### src/rtl/fch_pkg.sv
package fch_pkg;
  localparam int BYTE_W = 8;

  function automatic int sum_width(input int n_bytes);
    return $clog2(n_bytes * ((1 << BYTE_W) - 1) + 1);
  endfunction
endpackage

### src/rtl/fch_byte_sum.sv
module fch_byte_sum import fch_pkg::*; #(
  parameter int IN_W  = 48,
  parameter int SUM_W = 11
) (
  input  logic [IN_W-1:0]  data_i,
  output logic [SUM_W-1:0] sum_o
);
  localparam int NB = IN_W / BYTE_W;

  logic [SUM_W-1:0] part [NB+1];

  assign part[0] = '0;
  for (genvar i = 0; i < NB; i++) begin : g_byte
    assign part[i+1] = part[i] + SUM_W'(data_i[i*BYTE_W +: BYTE_W]);
  end

  assign sum_o = part[NB];
endmodule

### src/rtl/fch_count_norm.sv
module fch_count_norm #(
  parameter int MAX_CH = 8,
  parameter int CNT_W  = 4
) (
  input  logic [CNT_W-1:0] cnt_i,
  output logic [CNT_W-1:0] eff_o
);
  localparam logic [CNT_W-1:0] MAX_V = CNT_W'(MAX_CH);

  // zero or out-of-range falls back to the full channel set
  assign eff_o = (cnt_i == '0 || cnt_i > MAX_V) ? MAX_V : cnt_i;
endmodule

### src/rtl/fch_mod_reduce.sv
module fch_mod_reduce #(
  parameter int SUM_W = 11,
  parameter int CNT_W = 4,
  parameter int IDX_W = 3
) (
  input  logic [SUM_W-1:0] sum_i,
  input  logic [CNT_W-1:0] div_i,   // must be >= 1
  output logic [IDX_W-1:0] mod_o
);
  localparam int WW = SUM_W + CNT_W;

  logic [WW-1:0] rem [SUM_W+1];

  assign rem[0] = WW'(sum_i);

  // restoring reduction: subtract div*2^k when it fits, k descending
  for (genvar k = 0; k < SUM_W; k++) begin : g_step
    localparam int SH = SUM_W - 1 - k;
    logic [WW-1:0] dv;
    assign dv       = WW'(div_i) << SH;
    assign rem[k+1] = (rem[k] >= dv) ? (rem[k] - dv) : rem[k];
  end

  assign mod_o = IDX_W'(rem[SUM_W]);
endmodule

### src/rtl/fch_out_reg.sv
module fch_out_reg #(
  parameter int W = 4
) (
  input  logic         clk_i,
  input  logic         rst_ni,
  input  logic         push_i,
  input  logic [W-1:0] d_i,
  input  logic         pop_i,
  output logic         ready_o,
  output logic         valid_o,
  output logic [W-1:0] q_o
);
  logic         valid_q;
  logic [W-1:0] data_q;

  assign ready_o = !valid_q || pop_i;
  assign valid_o = valid_q;
  assign q_o     = data_q;

  always_ff @(posedge clk_i or negedge rst_ni) begin
    if (!rst_ni) begin
      valid_q <= 1'b0;
      data_q  <= '0;
    end else if (push_i && ready_o) begin
      valid_q <= 1'b1;
      data_q  <= d_i;
    end else if (pop_i) begin
      valid_q <= 1'b0;
    end
  end
endmodule

### src/rtl/flow_chan_hash.sv
module flow_chan_hash import fch_pkg::*; #(
  parameter int ADDR_W = 32,
  parameter int PORT_W = 16,
  parameter int MAX_CH = 8,
  localparam int CNT_W = $clog2(MAX_CH + 1),
  localparam int IDX_W = (MAX_CH > 1) ? $clog2(MAX_CH) : 1
) (
  input  logic              clk_i,
  input  logic              rst_ni,
  input  logic              in_valid_i,
  output logic              in_ready_o,
  input  logic              is_rx_i,
  input  logic [ADDR_W-1:0] src_addr_i,
  input  logic [PORT_W-1:0] src_port_i,
  input  logic [ADDR_W-1:0] dst_addr_i,
  input  logic [PORT_W-1:0] dst_port_i,
  input  logic [CNT_W-1:0]  chan_count_i,
  output logic              out_valid_o,
  input  logic              out_ready_i,
  output logic [IDX_W-1:0]  out_chan_o,
  output logic              out_is_rx_o
);
  localparam int KEY_W = ADDR_W + PORT_W;
  localparam int SUM_W = sum_width(KEY_W / BYTE_W);
  localparam int RES_W = IDX_W + 1;

  logic [KEY_W-1:0] key;
  logic [SUM_W-1:0] bsum;
  logic [CNT_W-1:0] eff_cnt;
  logic [IDX_W-1:0] chan;
  logic [RES_W-1:0] res_q;

  // remote end: source for received, destination for sent
  assign key = is_rx_i ? {src_addr_i, src_port_i} : {dst_addr_i, dst_port_i};

  fch_byte_sum #(.IN_W(KEY_W), .SUM_W(SUM_W)) u_sum (
    .data_i (key),
    .sum_o  (bsum)
  );

  fch_count_norm #(.MAX_CH(MAX_CH), .CNT_W(CNT_W)) u_norm (
    .cnt_i (chan_count_i),
    .eff_o (eff_cnt)
  );

  fch_mod_reduce #(.SUM_W(SUM_W), .CNT_W(CNT_W), .IDX_W(IDX_W)) u_mod (
    .sum_i (bsum),
    .div_i (eff_cnt),
    .mod_o (chan)
  );

  fch_out_reg #(.W(RES_W)) u_oreg (
    .clk_i   (clk_i),
    .rst_ni  (rst_ni),
    .push_i  (in_valid_i),
    .d_i     ({chan, is_rx_i}),
    .pop_i   (out_ready_i),
    .ready_o (in_ready_o),
    .valid_o (out_valid_o),
    .q_o     (res_q)
  );

  assign out_chan_o  = res_q[RES_W-1:1];
  assign out_is_rx_o = res_q[0];
endmodule

### config.mk
export PLATFORM = sky130hd
export DESIGN_NAME = flow_chan_hash
export DESIGN_NICKNAME = d
export VERILOG_FILES = /design/src/rtl/fch_pkg.sv /design/src/rtl/fch_byte_sum.sv /design/src/rtl/fch_count_norm.sv /design/src/rtl/fch_mod_reduce.sv /design/src/rtl/fch_out_reg.sv /design/src/rtl/flow_chan_hash.sv
export SDC_FILE = /design/constraint.sdc
export NUM_CORES = 1
export LEC_CHECK = 0
export BUFFER_PORTS_ARGS = -buffer_cell sky130_fd_sc_hd__buf_2
export CELL_PAD_IN_SITES_DETAIL_PLACEMENT = 0
export CELL_PAD_IN_SITES_GLOBAL_PLACEMENT = 1
export CORE_UTILIZATION = 40
export DETAILED_ROUTE_END_ITERATION = 10
export GPL_TIMING_DRIVEN = 1
export PLACE_DENSITY = 0.82
export SLEW_MARGIN = 25
export SYNTH_ARGS = -nofsm -noshare
export SYNTH_HDL_FRONTEND = slang
export SYNTH_SLANG_ARGS = --single-unit
### constraint.sdc
create_clock -name clk_i -period 1.65 [get_ports clk_i]
set_clock_uncertainty 0.1 [all_clocks]
set_input_delay 0.33 -clock clk_i [delete_from_list [all_inputs] [get_ports clk_i]]
set_output_delay 0.33 -clock clk_i [all_outputs]
set_load 0.02 [all_outputs]
# After elaboration in Yosys (flattened, before gate mapping)
# Index checks and enable logic that the tools add are counted.
totals:
  ff_bits: 5
  inputBits: 105
  out_inout_bits: 6
  word_cells: 51
op_classes:
  n_addsub: 16
  n_lt_le_gt_ge: 12
  mux: 15
  n_reduce_logical: 6
op_table:
  columns: ["cell", "n"]
  rows:
  - ["$mux W15", 10]
  - ["$mux W48", 1]
  - ["$add A11 B8 Y11", 4]
  - ["$ge A15 B10 Y1", 1]
  - ["$ge A15 B11 Y1", 1]
  - ["$ge A15 B12 Y1", 1]
  - ["$ge A15 B13 Y1", 1]
  - ["$ge A15 B4 Y1", 1]
  - ["$ge A15 B5 Y1", 1]
  - ["$ge A15 B6 Y1", 1]
  - ["$ge A15 B7 Y1", 1]
  - ["$ge A15 B8 Y1", 1]
  - ["$ge A15 B9 Y1", 1]
  - ["$sub A11 B14 Y15", 1]
  - ["$sub A15 B10 Y15", 1]
  - ["$sub A15 B11 Y15", 1]
  - ["$sub A15 B12 Y15", 1]
  - ["$sub A15 B13 Y15", 1]
  - ["$sub A15 B5 Y15", 1]
  - ["$sub A15 B6 Y15", 1]
  - ["$sub A15 B7 Y15", 1]
  - ["$sub A15 B8 Y15", 1]
  - ["$sub A15 B9 Y15", 1]
  - ["$ge A11 B14 Y1", 1]
  - ["other kinds (11)", 13]

# Longest topological paths before layout
depth:
  word_depth: 28
  depth_mapped: 124

# By module
# From an unflattened synthesis, not the netlist that was laid out.
unflattened:
  cells_unflattened: 840
  hier_area_um2: 6641.4
modules_own_cells:
  columns: ["mod", "instances", "cells_each", "area_per_inst_um2", "seq_area_each_um2"]
  rows:
  - ["fch_mod_reduce", 1, 623, 4520.6, 0.0]
  - ["fch_byte_sum", 1, 147, 1213.7, 0.0]
  - ["flow_chan_hash", 1, 53, 659.4, 0.0]
  - ["fch_out_reg", 1, 12, 217.7, 125.1]
  - ["fch_count_norm", 1, 5, 30.0, 0.0]

# Worst setup path after synthesis
# No wires, ideal clock.
synth_path:
  path_type: "input to register"
  start: "input port is_rx_i"
  end: "register u_oreg.data_q[1], in the netlist u_oreg.q_o[1]"
  setup_time_ns: 0.125
  t_arrival_ns: 23.762
  required_time_ns: 1.425
  setup_slack_ns: -22.336
  stages: 120
  cell_sequence: "clkbuf_1 -> clkbuf_1 -> clkbuf_1 -> mux2i_1 -> fa_1 -> inv_1 -> fa_1 -> inv_1 -> fa_1 -> inv_1 -> ha_1 -> a211oi_1 -> o31a_1 -> nor3_1 -> a2111oi_0 -> ha_1 -> and2_1 -> and2_1 -> (+84 left out) -> inv_1 -> a21o_1 -> a21o_1 -> nor3_4 -> inv_2 -> or4_1 -> clkbuf_1 -> mux2i_1 -> ha_1 -> o21ai_0 -> nand2b_1 -> a21o_1 -> a21oi_1 -> o211ai_1 -> nor3b_1 -> o2111ai_2 -> mux2i_1 -> mux2_2"
synth_between:
  elab_chain_cells: 28
  elab_cells_between_ends: 39
  cone_classes: "add/sub: 16; order compare: 11; mux: 12"
synth_lines:
  columns: ["element", "line", "text"]
  rows:
  - ["start: declaration", "flow_chan_hash.sv:12", "input logic is_rx_i,"]
  - ["$mux W48 (*)", "flow_chan_hash.sv:34", "assign key = is_rx_i ? {src_addr_i, src_port_i} : {dst_addr_i, dst_port_i};"]
  - ["$add A8 B8 Y9", "fch_byte_sum.sv:14", "assign part[i+1] = part[i] + SUM_W'(data_i[i*BYTE_W +: BYTE_W]);"]
  - ["$add A11 B8 Y11 (3 in a row)", "fch_byte_sum.sv:14", null]
  - ["$add A11 B8 Y11 (*)", "fch_byte_sum.sv:14", null]
  - ["$sub A11 B14 Y15 or $ge A11 B14 Y1 (tied branches)", "fch_mod_reduce.sv:21", "assign rem[k+1] = (rem[k] >= dv) ? (rem[k] - dv) : rem[k];"]
  - ["$mux W15 (*)", "fch_mod_reduce.sv:21", null]
  - ["$sub A15 B13 Y15 or $ge A15 B13 Y1 (tied branches)", "fch_mod_reduce.sv:21", null]
  - ["$mux W15 (*)", "fch_mod_reduce.sv:21", null]
  - ["(+10 left out)", null, null]
  - ["$sub A15 B7 Y15 or $ge A15 B7 Y1 (tied branches)", "fch_mod_reduce.sv:21", null]
  - ["$mux W15 (*)", "fch_mod_reduce.sv:21", null]
  - ["$sub A15 B6 Y15 or $ge A15 B6 Y1 (tied branches)", "fch_mod_reduce.sv:21", null]
  - ["$mux W15 (*)", "fch_mod_reduce.sv:21", null]
  - ["$sub A15 B5 Y15 or $ge A15 B5 Y1 (tied branches)", "fch_mod_reduce.sv:21", null]
  - ["$mux W15 (*)", "fch_mod_reduce.sv:21", null]
  - ["$ge A15 B4 Y1 or $sub A3 B3 Y3 (tied branches)", "fch_mod_reduce.sv:21", null]
  - ["$mux W3 (*)", "fch_mod_reduce.sv:21", null]
  - ["end signal: assignment", "fch_out_reg.sv:26", "data_q <= d_i;"]
  - ["end: declaration", "fch_out_reg.sv:14", "logic [W-1:0] data_q;"]
# Every way passes the cells marked *; elsewhere a longest branch is shown, timed or not.
# A chain may end at the register's enable or synchronous reset.

# Worst setup path in the final report
# Same ends and word-level chain as after synthesis.

==> impl_results.md <==
- Simple-gate share of the synthesized area: 27.2%
- Residual DRC: 0
- Worst Tran Pin Value: 653 ps
- WL met1: about 12000 µm
- RSZ-0062 raised after global routing: yes
- CP Buf/Inv Count: 17
- Met2 WL: roughly 17000 µm
- Max FO, Critical Path: 7
- Fin crit share: 1290%
- Skew-Pair Late Insertion Delay: 230 ps
- Post-Place Cells: 1641
- Clk pin slew, worst setup/hold paths: 40 ps
- FP Rows: 48
- Critical Path Start Type: input pin
- Non-filler instance count after layout: between 1500 and 2000
- Status: complete, but fails checks
- Synth Area in Compound Gates: approximately 29%
- H-Tree Depth: 1
- Setup TNS Final: -58840 ps
- Die X: 135 µm
- Largest family of logic cells by synthesized area: compound AO/OA/AOI/OAI gates
- Max Used Layer: met4
- Hold Path Class: input pin to flip-flop
- Failing checks: setup timing
- Initial core utilization: just over 40%
- Number of flops mapped to enable cells by yosys: 0
- Die Ht: 135 µm
- Clock buffer depth: 2
- Final WL: around 33000 µm
- Drt initial violations: between 800 and 900
- Clk sinks: 5
- Die area: roughly 18000 µm²
- Sequential area share after synthesis: about 1.8%
- Pins Over Slew Limit: 0
- Synth unique cells: approximately 110
- Worst Path Required: approximately 1700 ps
- Post-Synth Adder-Cell Area: roughly a fifth
- Post-DP HPWL: ~21000 µm
- WP data arrival: 21280 ps
- ANT cells: 0
- # IOs: ~110
- Fmax: approximately 0.047 GHz
- Crit. End Element: flip-flop
- Most common cell after layout, fill and taps aside: buf_4
- WS Path Type: input pin to flip-flop
- Initial antenna violation count: 0
- Synth Instances: 912
- Most frequent cells in the layout: buf_4 (517), buf_2 (109), nor2_1 (55), nand2_1 (55), inv_1 (53)
- Tmin final: about 21000 ps
- Pin count of the biggest net entering global routing: 13
- Post-synthesis xor/xnor area fraction: 4.73%
- Layout area overhead: 82.7%
- Primary FF master, synth: dfrtp_1
- Max Cap Viol: 0
- Drt first pass iters: 5
- Global-route usage over all layers: 31.1%
- Pre-CTS setup slack: -19320 ps
- Number of global-route vias before repair: slightly above 10000
- Final setup viols: 3
- First-pass GRT wire length: around 46000 µm
- Syn Nets: 1114
- Inserted Clock Buffers: 3
- Slew Limit Headroom: between 50% and 60%
- CP delay by family, top: simple AND/OR/NAND/NOR gates
- Final worst setup slack: -19620 ps
- Buffers on Ports: 110
- Vias per inst: slightly below 6
- Mux cell area share after synthesis: a little under an eighth
- Clk root buf: clkbuf_16
- Final Hold Viols: 0
- Met3 WL: about 2000 µm
- Synth Register Bits: 5
- DR vias: roughly 10000
- Syn avg cell area: 7.72 µm²
- Post-synth design cell area: between 7000 and 8000 µm²
- Critical path's largest stage delay: ~590 ps
- Slowest-stage cell, CP: fa_1
- Fin nets: 1739
- Global placer's final weighted congestion: about 0.96
- Ys async rst share: 100%
- YS warnings: 0
- Core Region: between 15000 and 20000 µm²
- Antenna-violating nets left: 0
- Grt total ovfl: 0
- WL/cell: about 19 µm
- CTS tree: yes
- Share of layout cells above drive strength 1: 57.7%
-- state kept, by name, indices dropped and copies added, names as in the netlist --
register,cells
u_oreg.q_o,4
u_oreg.valid_o,1
-- stage by stage --
stage | utilization (%) | instance area (µm²) | hold WS, ps
2_1_floorplan | - | 7390 | -65.6
3_3_place_gp | 64.8 | 11200 | 47.2
3_5_place_dp | 64.8 | 11200 | 52.9
4_1_cts | 71.1 | 12200 | 210
5_1_grt | 74.6 | 12900 | 216
6_report | 74.6 | 12900 | 211
-- cell families after synthesis --
logic type,count (synthesis)
adders and majority gates,97
muxes,76
buffers and inverters,89
and+or+nand+nor,332
AOI/OAI and AO/OA,275
DFF,5
xor gates and xnor gates,38
-- routing by layer --
layer / vias up / GRT usage (%)
met5: - / 0
met4: 0 / 14.1
met3: 214 / 3.15
met2: 577 / 58.9
met1: 4880 / 34.7
li1: 4672 / -
-- worst reg2reg max path, stage by stage (launching register included) --
cell	delay, ps
dfrtp_1	330
nand2b_1	80
nand2_1	210
mux2_2	370
-- path summary, 6_finish.rpt --
check,endpoint,slack [ps],start,depth (start not counted)
max,u_oreg.q_o[1],-19620,is_rx_i,113
max in group asynchronous,u_oreg.q_o[3],940,rst_ni,2
min reg2reg,u_oreg.q_o[3],370,u_oreg.q_o[3],2
max reg2reg,u_oreg.q_o[0],430,u_oreg.valid_o,3
min,u_oreg.valid_o,210,in_valid_i,2
min in group asynchronous,u_oreg.valid_o,370,rst_ni,2
-- Yosys cell counts (10+ instances only) --
cell type	instances	area (µm²)
mux2i_1	39	390
nor2_1	75	282
nand2b_1	24	150
nand3_1	17	85.1
inv_1	66	248
fa_1	35	701
nor2b_1	24	150
o21a_1	10	75.1
o21ai_0	54	270
o211ai_1	16	120
xor2_1	15	131
a21oi_1	48	240
xnor2_1	23	201
a21o_1	12	90.1
and2_1	12	75.1
nand2_1	57	214
nand4_1	16	100
mux2_2	36	405
nor3_1	28	140
ha_1	62	776
-- repair_timing --
action                                 in CTS  in global routing
endpoints found under the hold margin       5                  0
pin swaps                                  71                 71
setup endpoints to repair                   3                  3
resized for setup                          66                 77
gates cloned                                2                  0
setup buffers                              83                 35
hold buffers                                1                  0
-- final cells by class --
class,instances,area (µm²)
fillers,1110,4370
inverters,69,262
clock buffers,4,78.8
flip-flops and latches,5,125
repair buffers,640,4650
well taps,225,282
multi-input cells,818,7470
Power is not shown: default switching activity piles up to over one toggle a cycle in this logic, so the estimate is an artifact.
